## config.mk

```make
export PLATFORM = sky130hd
export DESIGN_NAME = rename_flow_ctl
export DESIGN_NICKNAME = d
export VERILOG_FILES = /design/src/rtl/rfc_pkg.sv /design/src/rtl/rfc_admit.sv /design/src/rtl/rfc_skid.sv /design/src/rtl/rfc_counter.sv /design/src/rtl/rename_flow_ctl.sv
export SDC_FILE = /design/constraint.sdc
export NUM_CORES = 1
export LEC_CHECK = 0
export BUFFER_PORTS_ARGS = -buffer_cell sky130_fd_sc_hd__buf_2
export CAP_MARGIN = 20
export CORE_MARGIN = 8
export CORE_UTILIZATION = 55
export CTS_CLUSTER_DIAMETER = 150
export DETAILED_ROUTE_END_ITERATION = 16
export PLACE_DENSITY = 0.83
export SYNTH_ARGS = -nofsm -noshare
export SYNTH_HDL_FRONTEND = slang
export SYNTH_HIERARCHICAL = 1
export SYNTH_SLANG_ARGS = --single-unit
```

## constraint.sdc

```tcl
create_clock -name clk -period 9.5 [get_ports clk]
set_input_delay 0.475 -clock clk [delete_from_list [all_inputs] [get_ports clk]]
set_output_delay 0.475 -clock clk [all_outputs]
set_load 0.05 [all_outputs]
```

## src/rtl/rfc_pkg.sv

```systemverilog
`timescale 1ns/1ps
package rfc_pkg;

    typedef enum logic [1:0] {
        ST_RUN    = 2'd0,
        ST_BLOCK  = 2'd1,
        ST_UNBLK  = 2'd2,
        ST_SQUASH = 2'd3
    } rfc_state_e;

    localparam int CI_SQUASH_CYC = 0;
    localparam int CI_IDLE_CYC   = 1;
    localparam int CI_BLOCK_CYC  = 2;
    localparam int CI_UNBLK_CYC  = 3;
    localparam int CI_RENAMED    = 4;
    localparam int CI_SQUASHED   = 5;
    localparam int CI_ROB_FULL   = 6;
    localparam int CI_IQ_FULL    = 7;
    localparam int NUM_CNT       = 8;

endpackage

```

## src/rtl/rfc_admit.sv

```systemverilog
`timescale 1ns/1ps
// Combinational admission limit: how many of the available instructions
// fit downstream, whether some are left over, and whom to charge for it.
module rfc_admit #(
    parameter  int WIDTH  = 4,
    parameter  int FREE_W = 5,
    localparam int CW     = $clog2(WIDTH + 1)
) (
    input  logic [CW-1:0]     avail,
    input  logic [FREE_W-1:0] rob_free,
    input  logic [FREE_W-1:0] iq_free,
    output logic [CW-1:0]     lim,
    output logic [CW-1:0]     take,
    output logic              short_fall,
    output logic              charge_rob
);

    logic [FREE_W-1:0] room;

    always_comb begin
        room = (rob_free < iq_free) ? rob_free : iq_free;
        if (int'(room) > WIDTH) begin
            lim = CW'(WIDTH);
        end else begin
            lim = CW'(room);
        end
        take       = (avail < lim) ? avail : lim;
        short_fall = (avail > lim);
        if (room == '0) begin
            charge_rob = (rob_free == '0);
        end else begin
            charge_rob = (rob_free < iq_free);
        end
    end

endmodule

```

## src/rtl/rfc_skid.sv

```systemverilog
`timescale 1ns/1ps
// Circular skid buffer with multi-entry push and pop per clock.
module rfc_skid #(
    parameter  int WIDTH     = 4,
    parameter  int PAYLOAD_W = 8,
    parameter  int DEPTH     = 8,
    localparam int CW        = $clog2(WIDTH + 1),
    localparam int SCW       = $clog2(DEPTH + 1),
    localparam int PTR_W     = (DEPTH > 1) ? $clog2(DEPTH) : 1
) (
    input  logic                       clk,
    input  logic                       rst_n,
    input  logic                       clear,
    input  logic [CW-1:0]              push_n,
    input  logic [CW-1:0]              push_off,
    input  logic [WIDTH*PAYLOAD_W-1:0] push_data,
    input  logic [CW-1:0]              pop_n,
    output logic [SCW-1:0]             count,
    output logic [WIDTH*PAYLOAD_W-1:0] peek
);

    logic [PAYLOAD_W-1:0] mem [DEPTH];
    logic [PAYLOAD_W-1:0] lane_in [WIDTH];
    logic [PTR_W-1:0]     head_q;
    logic [PTR_W-1:0]     tail_q;
    logic [SCW-1:0]       count_q;

    function automatic logic [PTR_W-1:0] wrap(input int v);
        return PTR_W'(v % DEPTH);
    endfunction

    // Shift incoming lanes so that lane push_off lands in slot 0.
    always_comb begin
        for (int i = 0; i < WIDTH; i++) begin
            int src;
            src = int'(push_off) + i;
            if (src < WIDTH) begin
                lane_in[i] = push_data[src*PAYLOAD_W +: PAYLOAD_W];
            end else begin
                lane_in[i] = '0;
            end
        end
    end

    always_ff @(posedge clk) begin
        if (rst_n && !clear) begin
            for (int i = 0; i < WIDTH; i++) begin
                if (i < int'(push_n)) begin
                    mem[wrap(int'(tail_q) + i)] <= lane_in[i];
                end
            end
        end
    end

    always_ff @(posedge clk) begin
        if (!rst_n || clear) begin
            head_q  <= '0;
            tail_q  <= '0;
            count_q <= '0;
        end else begin
            head_q  <= wrap(int'(head_q) + int'(pop_n));
            tail_q  <= wrap(int'(tail_q) + int'(push_n));
            count_q <= count_q + SCW'(push_n) - SCW'(pop_n);
        end
    end

    always_comb begin
        for (int i = 0; i < WIDTH; i++) begin
            peek[i*PAYLOAD_W +: PAYLOAD_W] = mem[wrap(int'(head_q) + i)];
        end
    end

    assign count = count_q;

endmodule

```

## src/rtl/rfc_counter.sv

```systemverilog
`timescale 1ns/1ps
// Wrapping event counter with a variable increment.
module rfc_counter #(
    parameter int CNT_W = 16,
    parameter int INC_W = 3
) (
    input  logic             clk,
    input  logic             rst_n,
    input  logic [INC_W-1:0] inc,
    output logic [CNT_W-1:0] value
);

    logic [CNT_W-1:0] value_q;

    always_ff @(posedge clk) begin
        if (!rst_n) begin
            value_q <= '0;
        end else begin
            value_q <= value_q + CNT_W'(inc);
        end
    end

    assign value = value_q;

endmodule

```

## src/rtl/rename_flow_ctl.sv

```systemverilog
`timescale 1ns/1ps
module rename_flow_ctl
    import rfc_pkg::*;
#(
    parameter  int WIDTH     = 4,
    parameter  int PAYLOAD_W = 8,
    parameter  int UP_DELAY  = 2,
    parameter  int FREE_W    = 5,
    parameter  int CNT_W     = 16,
    localparam int CW        = $clog2(WIDTH + 1),
    localparam int DW        = WIDTH * PAYLOAD_W
) (
    input  logic              clk,
    input  logic              rst_n,
    input  logic [CW-1:0]     in_count,
    input  logic [DW-1:0]     in_data,
    input  logic [FREE_W-1:0] rob_free,
    input  logic [FREE_W-1:0] iq_free,
    input  logic              squash_req,
    input  logic              unblock_req,
    output logic [CW-1:0]     out_count,
    output logic [DW-1:0]     out_data,
    output logic              stall_up,
    output logic [CNT_W-1:0]  cnt_squash_cyc,
    output logic [CNT_W-1:0]  cnt_idle_cyc,
    output logic [CNT_W-1:0]  cnt_block_cyc,
    output logic [CNT_W-1:0]  cnt_unblk_cyc,
    output logic [CNT_W-1:0]  cnt_renamed,
    output logic [CNT_W-1:0]  cnt_squashed,
    output logic [CNT_W-1:0]  cnt_rob_full,
    output logic [CNT_W-1:0]  cnt_iq_full
);

    localparam int DEPTH = WIDTH * UP_DELAY;
    localparam int SCW   = $clog2(DEPTH + 1);

    rfc_state_e st_q, st_d;

    logic [CW-1:0]    avail_sel;
    logic [CW-1:0]    skid_avail;
    logic [CW-1:0]    lim, take;
    logic             short_fall, charge_rob;

    logic [CW-1:0]    push_n, push_off, pop_n, emit_n;
    logic             clr, emit_skid;
    logic [SCW-1:0]   skid_count;
    logic [DW-1:0]    skid_peek;

    logic [CW-1:0]    inc_v [NUM_CNT];
    logic [CNT_W-1:0] cnt_v [NUM_CNT];

    logic [CW-1:0]    out_count_q;
    logic [DW-1:0]    out_data_q;

    // Number of parked entries the drain may consider this clock.
    assign skid_avail = (int'(skid_count) > WIDTH) ? CW'(WIDTH) : CW'(skid_count);
    assign avail_sel  = (st_q == ST_UNBLK) ? skid_avail : in_count;

    rfc_admit #(
        .WIDTH (WIDTH),
        .FREE_W(FREE_W)
    ) u_admit (
        .avail     (avail_sel),
        .rob_free  (rob_free),
        .iq_free   (iq_free),
        .lim       (lim),
        .take      (take),
        .short_fall(short_fall),
        .charge_rob(charge_rob)
    );

    rfc_skid #(
        .WIDTH    (WIDTH),
        .PAYLOAD_W(PAYLOAD_W),
        .DEPTH    (DEPTH)
    ) u_skid (
        .clk      (clk),
        .rst_n    (rst_n),
        .clear    (clr),
        .push_n   (push_n),
        .push_off (push_off),
        .push_data(in_data),
        .pop_n    (pop_n),
        .count    (skid_count),
        .peek     (skid_peek)
    );

    // State register.
    always_ff @(posedge clk) begin
        if (!rst_n) begin
            st_q <= ST_RUN;
        end else begin
            st_q <= st_d;
        end
    end

    // Next state, buffer control and counter increments.
    always_comb begin
        st_d      = st_q;
        push_n    = '0;
        push_off  = '0;
        pop_n     = '0;
        clr       = 1'b0;
        emit_n    = '0;
        emit_skid = 1'b0;
        for (int k = 0; k < NUM_CNT; k++) begin
            inc_v[k] = '0;
        end

        unique case (st_q)
            ST_RUN: begin
                emit_n = take;
                if (in_count == '0) begin
                    inc_v[CI_IDLE_CYC] = CW'(1);
                end
                if (short_fall) begin
                    push_n   = in_count - take;
                    push_off = take;
                    st_d     = ST_BLOCK;
                    if (charge_rob) begin
                        inc_v[CI_ROB_FULL] = CW'(1);
                    end else begin
                        inc_v[CI_IQ_FULL] = CW'(1);
                    end
                end
            end
            ST_BLOCK: begin
                inc_v[CI_BLOCK_CYC] = CW'(1);
                push_n = in_count;
                if (unblock_req) begin
                    st_d = ST_UNBLK;
                end
            end
            ST_UNBLK: begin
                inc_v[CI_UNBLK_CYC] = CW'(1);
                emit_n    = take;
                emit_skid = 1'b1;
                pop_n     = take;
                push_n    = in_count;
                if ((int'(skid_count) + int'(in_count) - int'(take)) == 0) begin
                    st_d = ST_RUN;
                end
            end
            ST_SQUASH: begin
                inc_v[CI_SQUASH_CYC] = CW'(1);
                if (!squash_req) begin
                    st_d = ST_RUN;
                end
            end
        endcase

        // Squash overrides every other transition.
        if (squash_req) begin
            st_d               = ST_SQUASH;
            clr                = 1'b1;
            push_n             = '0;
            pop_n              = '0;
            emit_n             = '0;
            emit_skid          = 1'b0;
            inc_v[CI_IDLE_CYC] = '0;
            inc_v[CI_ROB_FULL] = '0;
            inc_v[CI_IQ_FULL]  = '0;
        end
        if (squash_req || st_q == ST_SQUASH) begin
            inc_v[CI_SQUASHED] = in_count;
        end
        inc_v[CI_RENAMED] = emit_n;
    end

    // Registered output group.
    always_ff @(posedge clk) begin
        if (!rst_n) begin
            out_count_q <= '0;
            out_data_q  <= '0;
        end else begin
            out_count_q <= emit_n;
            for (int i = 0; i < WIDTH; i++) begin
                if (i < int'(emit_n)) begin
                    out_data_q[i*PAYLOAD_W +: PAYLOAD_W] <= emit_skid ?
                        skid_peek[i*PAYLOAD_W +: PAYLOAD_W] :
                        in_data[i*PAYLOAD_W +: PAYLOAD_W];
                end else begin
                    out_data_q[i*PAYLOAD_W +: PAYLOAD_W] <= '0;
                end
            end
        end
    end

    assign out_count = out_count_q;
    assign out_data  = out_data_q;
    assign stall_up  = (st_q == ST_BLOCK) || (st_q == ST_UNBLK);

    for (genvar g = 0; g < NUM_CNT; g++) begin : g_cnt
        rfc_counter #(
            .CNT_W(CNT_W),
            .INC_W(CW)
        ) u_cnt (
            .clk  (clk),
            .rst_n(rst_n),
            .inc  (inc_v[g]),
            .value(cnt_v[g])
        );
    end

    assign cnt_squash_cyc = cnt_v[CI_SQUASH_CYC];
    assign cnt_idle_cyc   = cnt_v[CI_IDLE_CYC];
    assign cnt_block_cyc  = cnt_v[CI_BLOCK_CYC];
    assign cnt_unblk_cyc  = cnt_v[CI_UNBLK_CYC];
    assign cnt_renamed    = cnt_v[CI_RENAMED];
    assign cnt_squashed   = cnt_v[CI_SQUASHED];
    assign cnt_rob_full   = cnt_v[CI_ROB_FULL];
    assign cnt_iq_full    = cnt_v[CI_IQ_FULL];

endmodule

```

==> results by group, run 1 <==
Clock tree
  – Post-CTS Setup Repair Bufs: 0
  – # hold bufs at CTS: 0
  – Max Buffers Root-to-Sink: 3
  – Clock sink count: ~240
  – Root Buffer Master: clkbuf_16
  – CTS tree: built
  – Num CTS Buffers: 27
  – Worst-Skew Late Latency: around 0.55 ns
  – Clk pin slew, worst setup/hold paths: approximately 0.06 ns
  – CTS resizes: 0
  – H-tree depth: 1

Worst setup path
  – Critical Path Fanout Max: 12
  – Crit path DAT: 6.73 ns
  – Setup CP Type: in -> reg
  – Launching point of the worst reg2reg path: st_q[0]
  – CP startpoint: iq_free[4]
  – Endpoint class of the critical path: flip-flop
  – Critical Path RT: ~9.7 ns
  – Worst setup SP type: input pin

STA
  – Hold WS: between 0.15 and 0.2 ns
  – Least-Margin Pin Slew: between 1 and 1.5 ns
  – Max frequency: 153 MHz
  – Tcrit/Tclk final: a little under 70%
  – RSZ-0062 raised after global routing: no
  – Fin crit period: ~6.6 ns
  – Final hold viol count: 0
  – Setup Skew: between 0.03 and 0.04 ns
  – Slew Limit Headroom: 25.6%
  – Setup violators final: 0
  – Setup tns final: 0 ns
  – Slew Limit Fails: 0

Floorplan
  – Row count: just over 60
  – Die area: roughly 34,000 sq um
  – Core box area: between 20,000 and 30,000 sq um
  – # IOs: 213
  – Initial Util: between 50% and 60%
  – Die height: 185 microns
  – Die width: approximately 180 microns

Routing
  – DRC: 0
  – Post-DR wirelength/cell: about 22 microns
  – Post-route ant nets: 0
  – Drt pass-1 iters: 9
  – Aggregate routed wire length: between 40,000 and 50,000 microns
  – Drt via density: around 6.3
  – Number of DRC markers in iteration 0: about 2k
  – Vias: 14.2k

Status
  – Status: completed

Global routing
  – Antenna violations before repair: 0
  – GRT Overall Usage: ~28%
  – Pin count of the biggest net entering global routing: ~120
  – First-pass GRT wire length: 75,200 microns
  – Overflow after GRT: 0
  – Number of global-route vias before repair: ~13k

Synth
  – Mean area per synthesized cell: about 9.6 sq um
  – Synthesized area: around 16,000 sq um
  – Cells after synthesis: between 1.5k and 2k
  – Yosys warns: 6

Final layout
  – Fraction of layout cells with a size suffix above 1: roughly a quarter
  – Area growth syn-to-layout: 15.0%
  – Area of the multi-input gates: between 9000 and 10,000 sq um
  – Nets@finish: 1,966
  – Seq. cell area: about 5400 sq um
  – Filler instances: roughly 2.2k
  – Antenna Cells: 0

Power and ir drop
  – Power Density: approximately 210 nW/um^2
  – Total Power: approximately 3.8 mW
  – Leakage Power: about 7.9 nW
  – Peak supply drop: about 150 uV

Run
  – Max-Cap Viols: 0

Place
  – Final HPWL DP: 36,800 microns
  – Number of I/O port buffers: around 210
  – RePlAce Congestion: 1.01

Min path
  – HP Class: in -> reg
  – HP Start: in_data[0]
[metrics by stage]
stage	instance area, sq um	std cells	setup slack [ns]	utilization, %
after detailed placement	17100	2193	2.55	61.1
after global placement	17100	2191	2.80	61.1
final	18000	2244	2.95	64.4
after floorplan	15700	1645	3.88	-
after CTS	18000	2242	3.12	64.4
after global routing	18000	2244	2.54	64.4
[report_power, final]
| part | switching [mW] | total, mW | internal (mW) | leakage, nW |
|---|---|---|---|---|
| Clock | 0.442 | 1.06 | 0.615 | 0.456 |
| Sequential | 0.0712 | 1.23 | 1.16 | 2.00 |
| Combinational | 1.02 | 1.53 | 0.510 | 5.42 |
[state kept, by name (all words and copies together) (netlist names)]
register	flops
g_cnt.u_cnt/value	128
out_count	3
out_data	32
st_q	2
u_skid/count	4
u_skid/head_q	3
u_skid/mem	64
u_skid/tail_q	3
[routing by layer]
layer	vias up	GRT usage, %	part of all wire, %
met1	6719	35.7	40
met5	-	0	0
met4	0	8.19	2.9
met3	144	7.32	12
li1	6395	-	-
met2	917	44.6	45
[cell type report]
type / count / share of cell area [%]
tap: 378 / 2.63
timing repair buffer: 236 / 6.90
sequential: 239 / 30.1
multi-input combinational: 1300 / 54.4
clock inverter: 15 / 0.674
inverter: 42 / 0.883
clock buffer: 34 / 4.36
[cells in the final DEF, fill, tap and decap left out, types with 9 or more instances in the layout]
master     instances
o21ai_0           13
nor3_1            30
mux4_1            11
mux4_2            21
a211oi_1          16
and4_1             9
xor2_1            63
o221ai_1          17
o22ai_1            9
nand2_1          187
a21oi_1          128
nor4_2            14
mux2_2            87
ha_1              54
o21a_1            13
clkbuf_16         29
buf_2            212
a221oi_1          17
conb_1            18
nor2b_1           11
fa_1              17
dfxtp_1          174
inv_1             36
a21o_1            11
a31oi_1           21
nor2_1            83
buf_4             24
nand3_1           52
xnor2_1           39
mux2i_1           68
nand2b_1          27
nand4_1           33
and2_1           114
edfxtp_1          64
[worst max-delay path: stages]
cell and delay, ns:
buf_2 0.09, inv_1 0.04, ha_1 0.32, and2_0 0.18
o21a_1 0.16, a41o_1 0.22, a22oi_1 0.27, ha_1 0.30
nor2b_1 0.13, o21ai_0 0.15, nand2b_1 0.13, mux2_2 0.37
ha_1 0.22, fa_1 0.44, nor2_1 0.13, a21oi_1 0.06
nor3_1 0.72, a21oi_1 0.57, nor2_1 0.91, nand2_1 0.31
o2111ai_1 0.51
[worst paths after layout]
kind | endpoint | slack, ns | depth (start not counted)
hold / removal | out_data[0] | 0.17 | 3
hold reg to reg | g_cnt[3].u_cnt/value[15] | 0.47 | 2
setup / recovery | u_skid/mem[7][7] | 2.95 | 21
setup reg to reg | u_skid/mem[7][7] | 3.02 | 17
Power figures use the tool's default switching activity.
==> run 2, diff against run 1 <==
--- a/config.mk
+++ b/config.mk
@@ -8,7 +8,7 @@
 export BUFFER_PORTS_ARGS = -buffer_cell sky130_fd_sc_hd__buf_2
 export CAP_MARGIN = 20
 export CORE_MARGIN = 8
-export CORE_UTILIZATION = 55
+export CORE_UTILIZATION = 53
 export CTS_CLUSTER_DIAMETER = 150
 export DETAILED_ROUTE_END_ITERATION = 16
 export PLACE_DENSITY = 0.83
==> constraint.sdc (replaced) <==
create_clock -name clk -period 5.4 [get_ports clk]
set_input_delay 0.27 -clock clk [delete_from_list [all_inputs] [get_ports clk]]
set_output_delay 0.27 -clock clk [all_outputs]
set_load 0.05 [all_outputs]
==> run 2 against run 1 <==
Compared with the run above:
- via count rose by 1.6%
- largest power group unchanged
- cell count up 2.8%
- non-clock buffer count up 54
- die area rose by 3.4%
- register-to-register slack worse by 2.7 ns
- highest routed layer is now met5
- routed wire length up 4.7%
==> results by group, run 2 (synthesis gave the netlist of run 1 again) <==
Power and ir drop
  – Sw frac: 40.1% (-0.12 points)
  – Leakage Power: 8.10 nW (+2.8%)
  – Power Density: 369 nW/um^2 (+74%)
  – Seq pwr share: 31.8% (-0.4 points)
  – Clock share of power: 25.7% (-2.0 points)
  – Combinational power share: 42.5% (+2.4 points)
  – Internal power: 4.07 mW (+78%)
  – Net Sw Power: 2.72 mW (+77%)
  – Total Power: 6.79 mW (+78%)
  – Peak supply drop: 244 uV (+67%)

Worst setup path
  – Slowest stage cell on the critical path: or4_4
  – Slowest stage delay, CP: 0.58 ns (-0.33 ns)
  – Critical Path RT: 5.66 ns (-4.02 ns)
  – Worst setup SP type: input pin
  – Endpoint class of the critical path: flip-flop
  – Critical Path Fanout Max: 11 (-1)
  – Setup CP Type: in -> reg
  – Critical-path cell list: buf_2 -> inv_1 -> ha_1 -> and2_0 -> o21a_1 -> a41o_1 -> a22oi_1 -> ha_1 -> nor2b_1 -> o21ai_0 -> nand2b_1 -> mux2_2 -> ha_1 -> fa_1 -> nor2_1 -> a21oi_1 -> nor3_1 -> buf_4 -> o21bai_1 -> or4_4 -> mux2i_1 -> a221oi_1 -> a31oi_1
  – Crit path top cell by count: ha_1
  – Crit path DAT: 5.34 ns (-1.39 ns)

Clock tree
  – Post-CTS Setup Repair Bufs: 0 (unchanged)
  – Root Buffer Master: clkbuf_16
  – Num CTS Buffers: 26 (-3.7%)
  – Clk pin slew, worst setup/hold paths: 0.06 ns (about the same)
  – Clock sink count: 239 (unchanged)
  – Worst-Skew Late Latency: 0.53 ns (-0.02 ns)
  – CTS tree: built
  – Max Buffers Root-to-Sink: 3 (unchanged)
  – H-tree depth: 1 (unchanged)

Final layout
  – Final std cells w/o fill: 2,306 (+2.8%)
  – Nets@finish: 2,019 (+2.7%)
  – Final core utilization: 62.8% (-1.7 points)
  – Most frequent cells in the layout: 211 x buf_2, 187 x nand2_1, 174 x dfxtp_1
  – Area growth syn-to-layout: 17.6%
  – Commonest non-fill, non-tap cell in the layout: buf_2
  – Fraction of layout cells with a size suffix above 1: 26.2% (+1.7 points)
  – Final Cell Area: 18,400 sq um (+2.3%)
  – Flip-flop count of the largest register after layout: 128 (unchanged)

Routing
  – Post-DR wirelength/cell: 22.2 microns (+1.9%)
  – Vias: 14.4k (+1.6%)
  – Number of DRC markers in iteration 0: 1,825 (-6.2%)
  – Aggregate routed wire length: 51,200 microns (+4.7%)
  – Post-route ant nets: 0 (unchanged)
  – Drt via density: 6.24 (-1.1%)
  – DRC: 0 (unchanged)
  – Drt pass-1 iters: 7 (-2)

Global routing
  – Pin count of the biggest net entering global routing: 98 (-18%)
  – Overflow after GRT: 0 (unchanged)
  – GRT Overall Usage: 27.9% (+0.32 points)
  – Number of global-route vias before repair: 13.9k (+3.3%)
  – First-pass GRT wire length: 79,300 microns (+5.4%)
  – Antenna violations before repair: 2 (+2)

Place
  – Area after DPL: 17,500 sq um (+2.6%)
  – DP Worst Slack: -0.0783 ns (-2.63 ns)
  – Number of I/O port buffers: 212 (unchanged)
  – Final HPWL DP: 38,900 microns (+5.6%)
  – Cell count after placement: 2,258 (+3.0%)
  – RePlAce Congestion: 0.958 (-5.3%)

Min path
  – HP Class: in -> reg

STA
  – Least-Margin Pin Slew: 1.07 ns (-0.0503 ns)
  – Slew Limit Fails: 0 (unchanged)
  – Max frequency: approximately 200 MHz
  – Setup violators final: 0 (unchanged)
  – Tcrit/Tclk final: between 90% and 100%
  – Fin crit period: around 5.1 ns
  – Slew Limit Headroom: 28.7% (+3.1 points)
  – Setup WS post-layout: 0.325 ns (-2.62 ns)
  – Setup tns final: 0 ns (unchanged)
  – Final hold viol count: 0 (unchanged)
  – RSZ-0062 raised after global routing: no
  – Setup Skew: 0.0194 ns (-0.0124 ns)
  – Hold WS: 0.0137 ns (-0.161 ns)

Floorplan
  – Die width: 188 microns (+1.7%)
  – Initial Util: 53.4% (-2.7 points)
  – Core box area: 29,300 sq um (+5.0%)
  – Die height: 188 microns (+1.7%)
  – # IOs: 213 (unchanged)
  – Die area: 35,300 sq um (+3.4%)
  – Row count: 63 (+3.3%)

Run
  – Max-Cap Viols: 0 (unchanged)

Status
  – Status: completed
==> run 2: cell count changes in the layout (fill, tap and decap cells not counted), moves of 3 or more <==
cell and change:
buf_4 +50, clkbuf_1 +3, clkbuf_8 -3, inv_4 -3
==> run 2: path summary, 6_finish.rpt <==
path | from | endpoint | slack, ns | depth (start not counted)
min reg2reg | g_cnt[0].u_cnt/value[15] | g_cnt[0].u_cnt/value[15] | 0.48 | 2
min | in_data[0] | out_data[0] | 0.01 | 3
max reg2reg | st_q[0] | u_skid/mem[7][3] | 0.37 | 20
max | iq_free[4] | u_skid/mem[7][3] | 0.33 | 23
==> run 2: layout make-up <==
| cell class | instances | area [sq um] |
|---|---|---|
| fill | 2346 | 10900 |
| multi-input combinational | 1300 | 9810 |
| sequential | 239 | 5430 |
| timing repair buffer | 290 | 1680 |
| clock buffer | 34 | 754 |
| tap | 390 | 488 |
| inverter | 42 | 159 |
| clock inverter | 10 | 81.3 |
| antenna | 1 | 2.50 |
==> run 2: per-layer routing <==
layer  GRT usage (%)  share of wire [%]  up-vias
li1                -                  -     6508
met1            36.6                 40     6886
met2            44.3                 45      857
met3            6.76                 11      147
met4            9.73                3.5        2
met5               0              0.025        -
==> run 2: power by group through the flow <==
stage / sequential, mW / combinational, mW / clock, mW
floorplan: 2.43 / 1.65 / 0
global placement: 2.19 / 2.71 / 0
detailed placement: 2.19 / 2.77 / 0
CTS: 2.16 / 2.79 / 1.77
global route: 2.17 / 3.09 / 1.84
finish: 2.16 / 2.89 / 1.74
==> run 2: what timing repair did <==
item / CTS / global route
resized for setup: 0 / 4
hold buffers: 2 / 0
setup endpoints to repair: 0 / 72
endpoints found under the hold margin: 2 / 0
==> run 2: critical path, delay by kind of cell <==
family,cells,cell delay (ns)
multiplexers,2,0.51
adder cells (fa/ha/maj),4,1.26
AO/OA/AOI/OAI,8,1.42
buffers and inverters,3,0.38
AND/OR/NAND/NOR,6,1.49
